`src/rtl/otg_det_pkg.sv`:
```
package otg_det_pkg;

   localparam logic [1:0] MODE_PERIPH = 2'b01;
   localparam logic [1:0] MODE_HOST   = 2'b10;
   localparam logic [1:0] MODE_DUAL   = 2'b11;

   localparam logic [1:0] FORCE_NONE = 2'b00;
   localparam logic [1:0] FORCE_LOW  = 2'b10;
   localparam logic [1:0] FORCE_HIGH = 2'b11;

   localparam int BIT_ID_PU   = 17;
   localparam int BIT_DPDM_PU = 16;
   localparam int ID_FLD_LSB  = 14;
   localparam int VB_FLD_LSB  = 12;

   typedef enum logic [2:0] {
      ST_IDLE,
      ST_WAIT,
      ST_SCAN,
      ST_ENTRY,
      ST_COMMIT,
      ST_EXIT
   } scan_st_e;

   function automatic logic [1:0] force_enc(input logic level);
      return level ? FORCE_HIGH : FORCE_LOW;
   endfunction

   function automatic int max_of2(input int a, input int b);
      return (a > b) ? a : b;
   endfunction

endpackage

```
`src/rtl/otg_ms_timer.sv`:
```
module otg_ms_timer #(
   parameter int CNT_W = 10
) (
   input  logic             clk,
   input  logic             rst_n,
   input  logic             tick,
   input  logic             load,
   input  logic [CNT_W-1:0] load_val,
   input  logic             cancel,
   output logic             done
);

   logic [CNT_W-1:0] cnt_q;
   logic             run_q;

   assign done = run_q && (cnt_q == '0);

   always_ff @(posedge clk or negedge rst_n) begin
      if (!rst_n) begin
         cnt_q <= '0;
         run_q <= 1'b0;
      end else if (cancel) begin
         cnt_q <= '0;
         run_q <= 1'b0;
      end else if (load) begin
         cnt_q <= load_val;
         run_q <= 1'b1;
      end else if (done) begin
         run_q <= 1'b0;
      end else if (run_q && tick) begin
         cnt_q <= cnt_q - 1'b1;
      end
   end

   AST_TIMER_HOLD: assert property (@(posedge clk) disable iff (!rst_n)
      (run_q && !tick && !load && !cancel && !done) |=> (cnt_q == $past(cnt_q)))
      else $error("timer moved without a tick");

endmodule

```
`src/rtl/otg_eff_inputs.sv`:
```
module otg_eff_inputs
   import otg_det_pkg::*;
(
   input  logic       clk,
   input  logic       rst_n,
   input  logic [1:0] mode,
   input  logic       id_pin,
   input  logic       id_pin_present,
   input  logic       vbus_in,
   input  logic       vbus_present,
   output logic       eff_id,
   output logic       eff_vbus,
   output logic       dual_mode,
   output logic       pin_evt,
   output logic       mode_evt
);

   logic       id_q;
   logic       vb_q;
   logic [1:0] mode_q;

   always_comb begin
      unique case (mode)
         MODE_HOST: eff_id = 1'b0;
         MODE_DUAL: eff_id = id_pin_present ? id_pin : 1'b1;
         default:   eff_id = 1'b1;
      endcase
   end

   assign eff_vbus  = vbus_present ? vbus_in : 1'b1;
   assign dual_mode = (mode == MODE_DUAL);
   assign pin_evt   = (id_pin_present && (id_pin != id_q)) ||
                      (vbus_present && (vbus_in != vb_q));
   assign mode_evt  = (mode != mode_q);

   always_ff @(posedge clk or negedge rst_n) begin
      if (!rst_n) begin
         id_q   <= 1'b1;
         vb_q   <= 1'b0;
         mode_q <= MODE_PERIPH;
      end else begin
         id_q   <= id_pin;
         vb_q   <= vbus_in;
         mode_q <= mode;
      end
   end

   AST_HOST_ID_LOW: assert property (@(posedge clk) disable iff (!rst_n)
      (mode == MODE_HOST) |-> !eff_id)
      else $error("host mode without ID low");

endmodule

```
`src/rtl/otg_scan_fsm.sv`:
```
module otg_scan_fsm
   import otg_det_pkg::*;
#(
   parameter int SETTLE_MS = 50,
   parameter int POLL_MS   = 250,
   parameter int ENTRY_MS  = 200,
   parameter int EXIT_MS   = 1000,
   parameter int CNT_W     = 10
) (
   input  logic             clk,
   input  logic             rst_n,
   input  logic             phy_init,
   input  logic             pin_evt,
   input  logic             mode_evt,
   input  logic             dual_mode,
   input  logic             vbus_sense,
   input  logic             eff_id,
   input  logic             eff_vbus,
   input  logic             poll_en,
   input  logic             tmr_done,
   output logic             tmr_load,
   output logic [CNT_W-1:0] tmr_val,
   output logic             tmr_cancel,
   output logic [1:0]       id_field,
   output logic [1:0]       vbus_field,
   output logic             id_pulse,
   output logic             vbus_pulse,
   output logic             host_bypass,
   output logic             route_id
);

   localparam logic [CNT_W-1:0] SETTLE_V = CNT_W'(SETTLE_MS);
   localparam logic [CNT_W-1:0] POLL_V   = CNT_W'(POLL_MS);
   localparam logic [CNT_W-1:0] ENTRY_V  = CNT_W'(ENTRY_MS);
   localparam logic [CNT_W-1:0] EXIT_V   = CNT_W'(EXIT_MS);

   scan_st_e st_q, st_n;
   logic init_q, init_rise, busy;
   logic id_q, id_valid, vb_q, vb_valid;
   logic fse_pend, pend_scan, pend_settle;
   logic sc_id, sc_vbus, sc_idchg, sc_vbchg, sc_fse;
   logic scan_idchg, scan_vbchg, scan_fse;

   assign init_rise  = phy_init && !init_q;
   assign busy       = (st_q == ST_SCAN) || (st_q == ST_ENTRY) ||
                       (st_q == ST_COMMIT) || (st_q == ST_EXIT);
   assign scan_idchg = !id_valid || (eff_id != id_q);
   assign scan_vbchg = !vb_valid || (eff_vbus != vb_q);
   assign scan_fse   = fse_pend || (dual_mode && !vbus_sense && scan_idchg);
   assign tmr_cancel = !phy_init;

   always_comb begin
      st_n     = st_q;
      tmr_load = 1'b0;
      tmr_val  = '0;
      if (!phy_init) begin
         st_n = ST_IDLE;
      end else if (init_rise) begin
         st_n = ST_SCAN;
      end else begin
         unique case (st_q)
            ST_IDLE: begin
               if (pend_scan || mode_evt) begin
                  st_n = ST_SCAN;
               end else if (pend_settle || pin_evt) begin
                  st_n = ST_WAIT; tmr_load = 1'b1; tmr_val = SETTLE_V;
               end else if (poll_en) begin
                  st_n = ST_WAIT; tmr_load = 1'b1; tmr_val = POLL_V;
               end
            end
            ST_WAIT: begin
               if (mode_evt) begin
                  st_n = ST_SCAN;
               end else if (pin_evt) begin
                  tmr_load = 1'b1; tmr_val = SETTLE_V;
               end else if (tmr_done) begin
                  st_n = ST_SCAN;
               end
            end
            ST_SCAN: begin
               if (scan_idchg && scan_fse && !eff_id) begin
                  st_n = ST_ENTRY; tmr_load = 1'b1; tmr_val = ENTRY_V;
               end else begin
                  st_n = ST_COMMIT;
               end
            end
            ST_ENTRY: if (tmr_done) st_n = ST_COMMIT;
            ST_COMMIT: begin
               if (sc_idchg && sc_fse && sc_id) begin
                  st_n = ST_EXIT; tmr_load = 1'b1; tmr_val = EXIT_V;
               end else begin
                  st_n = ST_IDLE;
               end
            end
            ST_EXIT: if (tmr_done) st_n = ST_IDLE;
            default: st_n = ST_IDLE;
         endcase
      end
   end

   always_ff @(posedge clk or negedge rst_n) begin
      if (!rst_n) begin
         st_q        <= ST_IDLE;
         init_q      <= 1'b0;
         id_q        <= 1'b0;
         id_valid    <= 1'b0;
         vb_q        <= 1'b0;
         vb_valid    <= 1'b0;
         fse_pend    <= 1'b0;
         pend_scan   <= 1'b0;
         pend_settle <= 1'b0;
         sc_id       <= 1'b0;
         sc_vbus     <= 1'b0;
         sc_idchg    <= 1'b0;
         sc_vbchg    <= 1'b0;
         sc_fse      <= 1'b0;
         id_field    <= FORCE_NONE;
         vbus_field  <= FORCE_NONE;
         id_pulse    <= 1'b0;
         vbus_pulse  <= 1'b0;
         host_bypass <= 1'b0;
         route_id    <= 1'b0;
      end else begin
         id_pulse   <= 1'b0;
         vbus_pulse <= 1'b0;
         init_q     <= phy_init;
         if (!phy_init) begin
            st_q        <= ST_IDLE;
            fse_pend    <= 1'b0;
            pend_scan   <= 1'b0;
            pend_settle <= 1'b0;
            host_bypass <= 1'b0;
         end else begin
            st_q <= st_n;
            if (st_q == ST_IDLE) begin
               pend_scan   <= 1'b0;
               pend_settle <= 1'b0;
            end else if (busy) begin
               if (pin_evt)  pend_settle <= 1'b1;
               if (mode_evt) pend_scan   <= 1'b1;
            end
            if (init_rise) begin
               id_valid <= 1'b0;
               vb_valid <= 1'b0;
               fse_pend <= 1'b0;
            end else begin
               unique case (st_q)
                  ST_SCAN: begin
                     sc_id    <= eff_id;
                     sc_vbus  <= eff_vbus;
                     sc_idchg <= scan_idchg;
                     sc_vbchg <= scan_vbchg;
                     sc_fse   <= scan_fse;
                     fse_pend <= 1'b0;
                     if (scan_idchg && scan_fse && !eff_id) vbus_field <= FORCE_LOW;
                  end
                  ST_ENTRY: if (tmr_done) vbus_field <= FORCE_HIGH;
                  ST_COMMIT: begin
                     if (sc_idchg) begin
                        id_field    <= force_enc(sc_id);
                        id_q        <= sc_id;
                        id_valid    <= 1'b1;
                        id_pulse    <= 1'b1;
                        host_bypass <= !sc_id;
                        route_id    <= sc_id;
                     end
                     if (sc_vbchg) begin
                        vbus_field <= force_enc(sc_vbus);
                        vb_q       <= sc_vbus;
                        vb_valid   <= 1'b1;
                        vbus_pulse <= 1'b1;
                     end
                     if (sc_idchg && sc_fse && sc_id) vbus_field <= FORCE_LOW;
                  end
                  ST_EXIT: if (tmr_done) vbus_field <= FORCE_HIGH;
                  default: ;
               endcase
               if (mode_evt) begin
                  fse_pend <= 1'b1;
                  id_valid <= 1'b0;
               end
            end
         end
      end
   end

   AST_ID_PULSE_WIDTH: assert property (@(posedge clk) disable iff (!rst_n)
      id_pulse |=> !id_pulse)
      else $error("id strobe longer than one cycle");

   AST_VBUS_PULSE_WIDTH: assert property (@(posedge clk) disable iff (!rst_n)
      vbus_pulse |=> !vbus_pulse)
      else $error("vbus strobe longer than one cycle");

   AST_ENTRY_VBUS_LOW: assert property (@(posedge clk) disable iff (!rst_n)
      (st_q == ST_ENTRY) |-> (vbus_field == FORCE_LOW))
      else $error("vbus not forced low during entry pulse");

   AST_EXIT_VBUS_LOW: assert property (@(posedge clk) disable iff (!rst_n)
      (st_q == ST_EXIT) |-> (vbus_field == FORCE_LOW && id_field == FORCE_HIGH))
      else $error("exit pulse without ID high and VBUS low");

   AST_BYPASS_HOST: assert property (@(posedge clk) disable iff (!rst_n)
      host_bypass |-> (id_field == FORCE_LOW))
      else $error("bypass enabled outside host role");

   AST_ID_PULSE_FIELD: assert property (@(posedge clk) disable iff (!rst_n)
      id_pulse |-> id_field[1])
      else $error("id strobe with unforced field");

endmodule

```
`src/rtl/otg_detect_ctrl.sv`:
```
module otg_detect_ctrl
   import otg_det_pkg::*;
#(
   parameter int REG_W      = 32,
   parameter int SETTLE_MS  = 50,
   parameter int POLL_MS    = 250,
   parameter int ENTRY_MS   = 200,
   parameter int EXIT_MS    = 1000,
   parameter bit DUAL_ROUTE = 1'b1
) (
   input  logic             clk,
   input  logic             rst_n,
   input  logic             ms_tick,
   input  logic             phy_init,
   input  logic [1:0]       mode,
   input  logic             id_pin,
   input  logic             id_pin_present,
   input  logic             vbus_in,
   input  logic             vbus_present,
   input  logic             poll_en,
   output logic [REG_W-1:0] status_img,
   output logic             route_periph,
   output logic             host_bypass,
   output logic             id_change,
   output logic             vbus_change
);

   localparam int T_MAX = max_of2(max_of2(SETTLE_MS, POLL_MS), max_of2(ENTRY_MS, EXIT_MS));
   localparam int CNT_W = $clog2(T_MAX + 1);

   if (REG_W < BIT_ID_PU + 1) begin : g_bad_width
      $error("REG_W too small for status image");
   end
   if (SETTLE_MS < 1 || SETTLE_MS > 100) begin : g_bad_settle
      $error("SETTLE_MS must lie in 1..100");
   end
   if (POLL_MS < 1 || ENTRY_MS < 1 || EXIT_MS < 1) begin : g_bad_time
      $error("time parameters must be positive");
   end

   logic eff_id, eff_vbus, dual_mode, pin_evt, mode_evt;
   logic tmr_load, tmr_cancel, tmr_done;
   logic [CNT_W-1:0] tmr_val;
   logic [1:0] id_field, vbus_field;
   logic route_id, pu_q;

   otg_eff_inputs u_inputs (
      .clk            (clk),
      .rst_n          (rst_n),
      .mode           (mode),
      .id_pin         (id_pin),
      .id_pin_present (id_pin_present),
      .vbus_in        (vbus_in),
      .vbus_present   (vbus_present),
      .eff_id         (eff_id),
      .eff_vbus       (eff_vbus),
      .dual_mode      (dual_mode),
      .pin_evt        (pin_evt),
      .mode_evt       (mode_evt)
   );

   otg_ms_timer #(.CNT_W(CNT_W)) u_timer (
      .clk      (clk),
      .rst_n    (rst_n),
      .tick     (ms_tick),
      .load     (tmr_load),
      .load_val (tmr_val),
      .cancel   (tmr_cancel),
      .done     (tmr_done)
   );

   otg_scan_fsm #(
      .SETTLE_MS (SETTLE_MS),
      .POLL_MS   (POLL_MS),
      .ENTRY_MS  (ENTRY_MS),
      .EXIT_MS   (EXIT_MS),
      .CNT_W     (CNT_W)
   ) u_fsm (
      .clk         (clk),
      .rst_n       (rst_n),
      .phy_init    (phy_init),
      .pin_evt     (pin_evt),
      .mode_evt    (mode_evt),
      .dual_mode   (dual_mode),
      .vbus_sense  (vbus_present),
      .eff_id      (eff_id),
      .eff_vbus    (eff_vbus),
      .poll_en     (poll_en),
      .tmr_done    (tmr_done),
      .tmr_load    (tmr_load),
      .tmr_val     (tmr_val),
      .tmr_cancel  (tmr_cancel),
      .id_field    (id_field),
      .vbus_field  (vbus_field),
      .id_pulse    (id_change),
      .vbus_pulse  (vbus_change),
      .host_bypass (host_bypass),
      .route_id    (route_id)
   );

   always_ff @(posedge clk or negedge rst_n) begin
      if (!rst_n) pu_q <= 1'b0;
      else        pu_q <= phy_init;
   end

   always_comb begin
      status_img = '0;
      status_img[BIT_ID_PU]   = pu_q;
      status_img[BIT_DPDM_PU] = pu_q;
      status_img[ID_FLD_LSB +: 2] = id_field;
      status_img[VB_FLD_LSB +: 2] = vbus_field;
   end

   if (DUAL_ROUTE) begin : g_dual_route
      assign route_periph = route_id;
      AST_ROUTE_FOLLOWS_ID: assert property (@(posedge clk) disable iff (!rst_n)
         (id_field[1]) |-> (route_periph == id_field[0]))
         else $error("routing disagrees with ID field");
   end else begin : g_single_route
      assign route_periph = 1'b0;
   end

   AST_FIELD_ENCODING: assert property (@(posedge clk) disable iff (!rst_n)
      (id_field != 2'b01) && (vbus_field != 2'b01))
      else $error("illegal override encoding");

   AST_PULLUP_PAIR: assert property (@(posedge clk) disable iff (!rst_n)
      status_img[BIT_ID_PU] == status_img[BIT_DPDM_PU])
      else $error("pull-up bits disagree");

   AST_NO_STROBE_UNINIT: assert property (@(posedge clk) disable iff (!rst_n)
      (!phy_init && !pu_q) |=> (!id_change && !vbus_change))
      else $error("change strobe while not initialized");

endmodule

```
`config.mk`:
```
export PLATFORM = sky130hd
export DESIGN_NAME = otg_detect_ctrl
export DESIGN_NICKNAME = d
export VERILOG_FILES = /design/src/rtl/otg_det_pkg.sv /design/src/rtl/otg_ms_timer.sv /design/src/rtl/otg_eff_inputs.sv /design/src/rtl/otg_scan_fsm.sv /design/src/rtl/otg_detect_ctrl.sv
export SDC_FILE = /design/constraint.sdc
export NUM_CORES = 1
export LEC_CHECK = 0
export BUFFER_PORTS_ARGS = -buffer_cell sky130_fd_sc_hd__clkbuf_2
export CAP_MARGIN = 0
export CORE_MARGIN = 2
export CORE_UTILIZATION = 55
export CTS_CLUSTER_SIZE = 12
export DETAILED_ROUTE_END_ITERATION = 8
export PLACE_DENSITY = 0.8
export SLEW_MARGIN = 20
export SYNTH_ARGS = -nofsm -noshare
export SYNTH_HDL_FRONTEND = slang
export SYNTH_SLANG_ARGS = --single-unit
```
`constraint.sdc`:
```
create_clock -name clk -period 4.11 [get_ports clk]
set_clock_uncertainty 0.15 [all_clocks]
set_input_delay 0.411 -clock clk [delete_from_list [all_inputs] [get_ports clk]]
set_output_delay 0.411 -clock clk [all_outputs]
set_load 0.02 [all_outputs]
```
# ---- Word-level counts from Yosys, hierarchy flattened
# Index checks and enable logic that the tools add are counted.
dict set report totals {
  register_bits 38
  output_inout_bits 36
  word_cells 181
}
dict set report classes {
  addsub 1
  n_eq_ne 30
  mux 80
  bitwise 1
  reduce_logical 45
}
# op n
set op_table {}
lappend op_table {{2-to-1 mux 10 bit} 9}
lappend op_table {{2-to-1 mux 1 bit} 47}
lappend op_table {{case mux 10 bit (4 select lines)} 1}
lappend op_table {{2-to-1 mux 3 bit} 12}
lappend op_table {{case mux 3 bit (6 select lines)} 1}
lappend op_table {{2-to-1 mux 8 bit} 2}
lappend op_table {{!= test 3 x 1 -> 1 bit, second input constant} 5}
lappend op_table {{AND reduction 3 bit} 4}
lappend op_table {{logical AND 1 bit} 11}
lappend op_table {{zero test 10 bit} 1}
lappend op_table {{subtractor 10 x 1 -> 10 bit, second input constant} 1}
lappend op_table {{logical OR 1 bit} 9}
lappend op_table {{nonzero test 3 bit} 3}
lappend op_table {{2-to-1 mux 2 bit} 4}
lappend op_table {{!= test 4 x 3 -> 1 bit, second input constant} 2}
lappend op_table {{AND reduction 4 bit} 2}
lappend op_table {{equality test 3 x 2 -> 1 bit, second input constant} 2}
lappend op_table {{equality test 3 bit, second input constant} 2}
lappend op_table {{zero test 1 bit} 6}
lappend op_table {{2-to-1 mux 6 bit} 1}
lappend op_table {{!= test 2 x 1 -> 1 bit, second input constant} 3}
lappend op_table {{!= test 6 x 3 -> 1 bit, second input constant} 1}
lappend op_table {{case mux 2 bit (3 select lines)} 1}
lappend op_table {{AND reduction 2 bit} 3}
lappend op_table {{other kinds (18)} 24}

# ---- Logic depth before layout (Yosys ltp)
# Gate-level depths: netlist of run 1.
dict set report depth {
  word_depth 14
  depth_mapped 8
  depth_no_buf 8
}

# ---- Modules after synthesis
# From an unflattened synthesis of run 1, not the netlist that was laid out.
dict set report unflattened {
  cells_unflattened 250
  area_unflattened_um2 2373.5
}
# module n_inst cells_each area_per_inst_um2 seq_area_each_um2
set modules_own_cells {}
lappend modules_own_cells {otg_scan_fsm 1 131 1287.5 550.5}
lappend modules_own_cells {otg_ms_timer 1 74 669.4 275.3}
lappend modules_own_cells {otg_detect_ctrl 1 30 239.0 25.0}
lappend modules_own_cells {otg_eff_inputs 1 15 177.7 102.6}

# ---- Worst setup path before layout of run 1
# Ideal clock, no wire load.
dict set report synth_timing {
  kind {register to register}
  start {register u_inputs.id_q}
  end {register u_timer.cnt_q[7]}
  setup_ns 0.126
  arrival_ns 1.788
  required_ns 3.834
  path_slack_ns 2.046
  path_stages_with_launch 7
  path_buffers 0
  period_less_slack_ns 2.064
  cell_sequence {dfstp_2 > xor2_1 > a22oi_4 > a2bb2oi_1 > o31a_1 > nor2b_1 > a221o_1}
}
dict set report synth_between {
  elab_chain_cells 11
}
# item line
set synth_rtl {}
lappend synth_rtl {{start, declared} otg_eff_inputs.sv:18} ;# logic id_q;
lappend synth_rtl {{start signal, assigned} otg_eff_inputs.sv:42} ;# id_q <= id_pin;
lappend synth_rtl {{!= test 1 bit (*)} otg_eff_inputs.sv:32} ;# assign pin_evt = (id_pin_present && (id_pin != id_q)) ||
lappend synth_rtl {{logical AND 1 bit (*)} otg_eff_inputs.sv:32}
lappend synth_rtl {{logical OR 1 bit (*)} otg_eff_inputs.sv:32}
lappend synth_rtl {{logical OR 1 bit} otg_scan_fsm.sv:65} ;# end else if (pend_settle || pin_evt) begin
lappend synth_rtl {{2-to-1 mux 1 bit} otg_scan_fsm.sv:65}
lappend synth_rtl {{2-to-1 mux 1 bit} otg_scan_fsm.sv:63} ;# if (pend_scan || mode_evt) begin
lappend synth_rtl {{case mux 1 bit (4 select lines)} otg_scan_fsm.sv:61} ;# unique case (st_q)
lappend synth_rtl {{2-to-1 mux 1 bit} otg_scan_fsm.sv:58} ;# end else if (init_rise) begin
lappend synth_rtl {{2-to-1 mux 1 bit} otg_scan_fsm.sv:56} ;# if (!phy_init) begin
lappend synth_rtl {{!= test 3 x 1 -> 1 bit (no line), or another cell as far along} n/a}
lappend synth_rtl {{AND reduction 2 bit (no line) / 2-to-1 mux 10 bit (equally long branches)} n/a}
lappend synth_rtl {{end signal, assigned} otg_ms_timer.sv:26} ;# cnt_q <= load_val;
lappend synth_rtl {{end signal, assigned} otg_ms_timer.sv:31} ;# cnt_q <= cnt_q - 1'b1;
lappend synth_rtl {{end, declared} otg_ms_timer.sv:13} ;# logic [CNT_W-1:0] cnt_q;
# Every way passes the cells marked *; elsewhere a longest branch is shown, timed or not.
# A chain may end at the register's enable or synchronous reset.

# ---- Worst setup path in the final report of run 1
dict set report layout_timing {
  start {register u_fsm.st_q[0]}
  end {register u_timer.cnt_q[7]}
}
dict set report layout_between {
  elab_chain_cells 6
}
# item line
set layout_rtl {}
lappend layout_rtl {{start, declared} otg_scan_fsm.sv:37} ;# scan_st_e st_q, st_n;
lappend layout_rtl {{start signal, assigned} otg_scan_fsm.sv:134} ;# st_q <= st_n;
lappend layout_rtl {{equality test 3 bit, or another cell as far along} otg_scan_fsm.sv:61}
lappend layout_rtl {{case mux 1 bit (4 select lines)} otg_scan_fsm.sv:61}
lappend layout_rtl {{2-to-1 mux 1 bit} otg_scan_fsm.sv:58}
lappend layout_rtl {{2-to-1 mux 1 bit} otg_scan_fsm.sv:56}
lappend layout_rtl {{!= test 3 x 1 -> 1 bit (no line), or another cell as far along} n/a}
lappend layout_rtl {{AND reduction 2 bit (no line) / 2-to-1 mux 10 bit (equally long branches)} n/a}
# Parallel ways exist; a longest one is shown, timed or not.

==> impl_metrics.toml, run 1 <==
[worst_setup_path]
cp_slowest_cell = "dfrtp_1"
start_kind = "register"
worstPathRequired_ps = 4130
crit_buf_inv = 0
crit_family = "compound AO/OA/AOI/OAI gates"
cp.arrival_ps = 2550
path_class = "reg -> reg"
worst_path_largest_cell_delay_ps = 750
crit_fanout = 18
cp_cell_sequence = "nor3b_2 -> nand4_1 -> o211ai_2 -> o21ai_2 -> o21ai_0 -> a221o_1"
reg2reg_to = "u_timer.cnt_q[7]"
end_kind = "register"
rr_worst_depth = 6
rrSetupSlack_ps = 1580
r2r_start = "u_fsm.st_q[0]"

[layout]
syn_to_final_growth_pct = 3.34
layout.nets = 273
drive_gt1_share_pct = 18.8
final_core_utilization_pct = 59.7
regArea_um2 = 928
final.fill_count = 359
insertedDiodeCount = 0
multi_input_area_um2 = 1190

[cts]
cts_tree = "done"
cts_setup_buffers = 0
cts_made_buffers = 5
root_buffer = "clkbuf_8"
htree_levels = 2
clkSinkCount = 37
clk_path_buf_depth = 2
postCtsHoldBufs = 0
insertion_delay_ps = 290
path_clk_slew_ps = 70
ctsResizeCount = 0

[synthesis]
syn_inst = 246
avgSynthCellArea_um2 = 9.46
synthArstFlopShare_pct = 100
ys_types = 59
ys_ff_latch = 37
synth-simple-area-share_pct = 20.4
synth_area_um2 = 2330
synth_top_family_by_area = "simple AND/OR/NAND/NOR gates"
synth_compound_area_share_pct = 18.5
yosys_warnings = 0
synthMuxAreaShare_pct = 3.71
ys_seq_area_share_pct = 39.9
yosys_most_used_dff = "dfrtp_1"
synth_edf_count = 0
synth_fa_ha_area_share_pct = 0.538
synth-xor-area-share_pct = 3.77

[placement]
dp_slack_ps = 1620
dpl.hpwl_mm = 3.22
gp_congestion = 0.853
io_buffers = 20

[sta]
tightest_slew_ps = 897
min_period_over_period_pct = 61.5
setup_violations = 0
max_freq_ghz = 0.396
fin_hold_ws_ps = 80.5
fin_crit_ps = 2530
tns_ps = 0
setup_slack_ps = 1580
drv_slew = 0
hold_viol = 0
relSlewSlack_pct = 40.2
grt_setup_unrepaired = "no"

[route]
wl_mm = 4.43
drt_iter0_markers = 123
final_antenna_net_count = 0
num_vias = 1774
wl_per_cell_um = 14.2
drc_errors = 0
drt-pass1-iter-count = 4
vias_per_cell = 5.70

[run]
drv_cap = 0

[floorplan]
die_x_um = 69.0
rows = 23
coreArea_um2 = 4030
die_area_um2 = 4770
start_util_pct = 57.7
fp.dieH_um = 69.0
ioPinCount = 47

[run_status]
status = "finished, final reports clean"

[grt]
grtUsageMet3_pct = 3.95
grt-busiest-layer = "met2"
gr-usage-met1_pct = 26.6
grt_pass1_vias = 1631
grtUsageMet2_pct = 30.0
grt_antenna_before_repair = 0
overflow = 0
grt_pass1_wl_mm = 7.58
grt_max_degree = 38
grt_usage_pct = 19.3

[hold_path]
hp-class = "in -> reg"
min_path_cells = 1
hold_end = "u_inputs.id_q"
worstHoldStart = "id_pin"

[power_and_ir_drop]
peakVddDrop_mv = 0.288
power_leakage_nw = 1.09
p_per_area_nw_per_um2 = 410
[cells by family after synthesis]
| kind of cell | after synthesis |
|---|---|
| compound gates | 62 |
| xor+xnor | 10 |
| fa+ha+maj | 1 |
| buf+inv | 47 |
| flops | 37 |
| mux | 8 |
| other cells | 1 |
| simple gates | 80 |
[synth_stat cells, drive strengths merged (5+ instances only)]
master  number  share of area, %
xnor2        6               2.3
a31oi        7               1.9
nand3        9               1.9
dfrtp       35                38
o21ai       11               2.7
mux2         5               2.4
nor2b        7               1.9
nor3b        6               2.6
a21oi       17               3.7
nand2       20               3.2
buf         33                11
inv         10               1.6
nor2        10               1.7
nor3         5               1.5
[through the flow]
stage / std cells / instance area (um^2) / total power, mW
final: 311 / 2400 / 0.986
after global routing: 311 / 2400 / 1.04
after CTS: 311 / 2400 / 0.992
after detailed placement: 304 / 2320 / 0.737
after global placement: 304 / 2320 / 0.730
after floorplan: 271 / 2420 / 0.690
[worst max path at each step]
stage / start / end / slack (ps) / cells past startpoint
after floorplan: u_inputs.id_q / u_timer.cnt_q[7] / 2050 / 6
after global placement: u_fsm.st_q[0] / u_timer.cnt_q[7] / 1650 / 6
after detailed placement: u_fsm.st_q[0] / u_timer.cnt_q[7] / 1620 / 6
after CTS: u_fsm.st_q[0] / u_timer.cnt_q[7] / 1600 / 6
after global routing: u_fsm.st_q[0] / u_timer.cnt_q[7] / 1410 / 6
final: u_fsm.st_q[0] / u_timer.cnt_q[7] / 1580 / 6
[cell type report]
| cell class | count | share of cell area, % |
|---|---|---|
| clock buffers | 7 | 3.59 |
| well taps | 50 | 2.60 |
| flip-flops and latches | 37 | 38.6 |
| multi-input cells | 187 | 49.5 |
| inverters | 10 | 1.56 |
| repair buffers | 20 | 4.16 |
[routing by layer]
metal	vias up	share of wire [%]
li1	851	-
met1	862	46
met2	52	48
met3	9	4.2
met4	0	1.8
met5	-	0
[cells in the final DEF, fill, tap and decap left out, types with 4 or more instances in the layout]
cell type,Yosys,final
nand2_1,20,20
nor2b_1,7,7
o21ai_0,7,7
conb_1,1,26
a21oi_1,17,17
mux2_2,5,5
inv_1,10,10
nor2_1,9,9
nand3_1,9,9
dfrtp_1,35,35
clkbuf_8,0,6
clkbuf_2,0,20
xor2_1,4,4
xnor2_1,6,6
a31oi_1,7,7
[report_power, final]
part | total [mW] | internal [mW] | switching (mW)
Clock | 0.253 | 0.133 | 0.120
Sequential | 0.468 | 0.413 | 0.0549
Combinational | 0.266 | 0.105 | 0.161
[flip-flops by register name, indices dropped and copies added, names as in the netlist, 2 cells and up]
signal,cells
u_timer.cnt_q,10
u_inputs.mode_q,2
u_fsm.vbus_field,2
u_fsm.id_field,2
u_fsm.st_q,3
(Power assumes the default switching activity.)
==> inputs of run 2 (changes only) <==
- ABC_AREA: not set -> 1
- clock period: 4.11 -> 2.35 ns (I/O delays scaled with it)
==> run 2 against run 1 <==
Effect of this change:
- synthesized area shrank 0.27%
- worst hold slack lost 74 ps
- utilization increased by 2.2 points
- power up 91%
- clock power up 79%
==> impl_metrics.toml, run 2 <==
[run_status]
status = "finished, final reports clean"

[floorplan]
coreArea_um2 = 4030
start_util_pct = 57.6
rows = 23
fp.dieH_um = 68.9
die_x_um = 68.9
ioPinCount = 47
die_area_um2 = 4750

[power_and_ir_drop]
pwr-share-comb_pct = 32.5
peakVddDrop_mv = 0.407
p_seq_share_pct = 43.4
power_leakage_nw = 1.33
intPower_mw = 1.16
p_sw_share_pct = 38.6
p_per_area_nw_per_um2 = 756
p_switching_uw = 728
power.share.clock_pct = 24.1

[grt]
grt_usage_pct = 21.6
grt_pass1_vias = 1654
grt_pass1_wl_mm = 7.58
grt_max_degree = 38
overflow = 0
grt_antenna_before_repair = 0

[route]
wl_per_cell_um = 12.0
wl_mm = 4.50
drt_iter0_markers = 163
final_antenna_net_count = 0
num_vias = 1851
vias_per_cell = 4.94
drt-pass1-iter-count = 4
drc_errors = 0

[synthesis]
yosysMostFrequentCell = "nand2_1"
synthTopCellsByArea = "dfrtp_1, nand2_1, buf_4"
yosys_warnings = 0
yosys_most_used_dff = "dfrtp_1"
synth_commonest_cells = "nand2_1, dfrtp_1, inv_1"
synth_edf_count = 0
synthArstFlopShare_pct = 100
synth_area_um2 = 2320
ys_seq_area_share_pct = 40.0
ys_types = 37
yosysTopAreaCell = "dfrtp_1"
avgSynthCellArea_um2 = 7.81
syn_inst = 297
synth_top_area_share_pct = 37.8
ys_ff_latch = 37

[layout]
largest-register = "u_timer.cnt_q"
drive_gt1_share_pct = 19.4
layout.nets = 336
final.fill_count = 357
syn_to_final_growth_pct = 7.50
final_common_cell = "nand2_1"
largest_reg_flops = 10
layout_common_cells = "nand2_1, inv_1, dfrtp_1"
final_core_utilization_pct = 61.9
insertedDiodeCount = 0
reg_top3 = "u_timer.cnt_q (10), u_fsm.st_q (3)"

[worst_setup_path]
worstPathRequired_ps = 2380
end_kind = "register"
start_kind = "input pin"
cp_cell_sequence = "dlygate4sd3_1 -> clkbuf_2 -> inv_2 -> nand2_1 -> a21oi_2 -> o221ai_2 -> nor2_4 -> o21bai_4 -> nand3_2 -> clkinv_2 -> nand2_1 -> nand2_1"
cp_slowest_cell = "dlygate4sd3_1"
path_class = "in -> reg"
cp.arrival_ps = 2170
worst_path_largest_cell_delay_ps = 540
crit_fanout = 8
crit_top_cell = "nand2_1"

[sta]
tightest_slew_ps = 927
fin_crit_ps = 2130
min_period_over_period_pct = 90.7
grt_setup_unrepaired = "no"
hold_viol = 0
tns_ps = 0
max_freq_ghz = 0.469
drv_slew = 0
relSlewSlack_pct = 38.2
setup_violations = 0

[placement]
gp_congestion = 0.876
io_buffers = 20
dpl.hpwl_mm = 3.42

[cts]
cts_made_buffers = 5
htree_levels = 2
clk_path_buf_depth = 2
clkSinkCount = 37
root_buffer = "clkbuf_8"
path_clk_slew_ps = 80
insertion_delay_ps = 290
cts_tree = "done"
cts_setup_buffers = 0

[run]
drv_cap = 0

[hold_path]
hp-class = "in -> reg"
run 2: cell types whose count changed after synthesis, moves of 8 or more:
| cell | change |
|---|---|
| inv_1 | +25 |
| nor2_1 | +12 |
| nand3_1 | +8 |
| inv_2 | +9 |
| nand2_1 | +52 |
| a21oi_1 | -11 |
run 2: cell families (layout without fill, tap and decap cells):
kind of cell	after synthesis	count (layout)	share of synthesized area, %
AOI/OAI and AO/OA	33	33	9.98
xor gates and xnor gates	12	12	4.53
adders and majority gates	1	1	0.539
buffers and inverters	76	79	17.1
DFF	37	37	40.0
other	1	26	0.162
and+or+nand+nor	137	137	27.7
run 2: repair_timing:
| item | in CTS | in global routing |
|---|---|---|
| hold endpoints to repair | 39 | 0 |
| endpoints found under the setup margin | 0 | 0 |
| hold buffers | 5 | 0 |
| gates resized for setup | 0 | 0 |
run 2: final timing paths:
check / to / slack (ps) / depth (start not counted) / startpoint
max: u_timer.cnt_q[8] / 220 / 12 / id_pin
min: u_fsm.sc_vbus / 6 / 2 / vbus_present
max reg2reg: u_fsm.st_q[0] / 360 / 10 / u_timer.cnt_q[0]
min reg2reg: u_fsm.vbus_field[1] / 320 / 2 / u_fsm.vbus_field[1]
max in group asynchronous: u_timer.run_q / 1020 / 2 / rst_n
min in group asynchronous: u_inputs.vb_q / 460 / 2 / rst_n
run 2: per-stage QoR:
stage               cells  hold WS, ps  worst slack (ps)  area, um^2  power (mW)
finish                375         6.30               217        2490        1.88
global route          375         19.1               102        2490        2.02
CTS                   375         8.76               228        2490        1.89
detailed placement    362          218               420        2350        1.43
global placement      362          207               463        2350        1.41
floorplan             322         -211               625        2410        1.33
run 2: power groups by stage:
stage / registers [mW] / logic [mW] / clock network [mW]
final: 0.817 / 0.613 / 0.454
after global routing: 0.829 / 0.707 / 0.485
after detailed placement: 0.826 / 0.602 / 0
after CTS: 0.815 / 0.610 / 0.461
after floorplan: 0.829 / 0.502 / 0
after global placement: 0.822 / 0.587 / 0
run 2: worst max-delay path, delay by kind of cell:
kind / cells / cell delay (ps)
AO/OA/AOI/OAI: 3 / 560
buffers and inverters: 4 / 870
AND/OR/NAND/NOR: 5 / 490
run 2: cell type report:
cell class | instances | area [um^2] | share of cell area [%]
clock inverter | 3 | 21.3 | 0.853
sequential | 37 | 928 | 37.2
tap | 50 | 62.6 | 2.51
multi-input combinational | 209 | 1090 | 43.7
clock buffer | 5 | 68.8 | 2.76
inverter | 46 | 174 | 6.97
timing repair buffer | 25 | 150 | 6.02
run 2: layer usage:
metal	vias to the layer above	routed length, um	track usage [%]
met1	833	2060	30.5
met2	77	2100	33.5
li1	937	-	-
met5	-	0	0
met3	4	291	4.87
met4	0	43	5.88
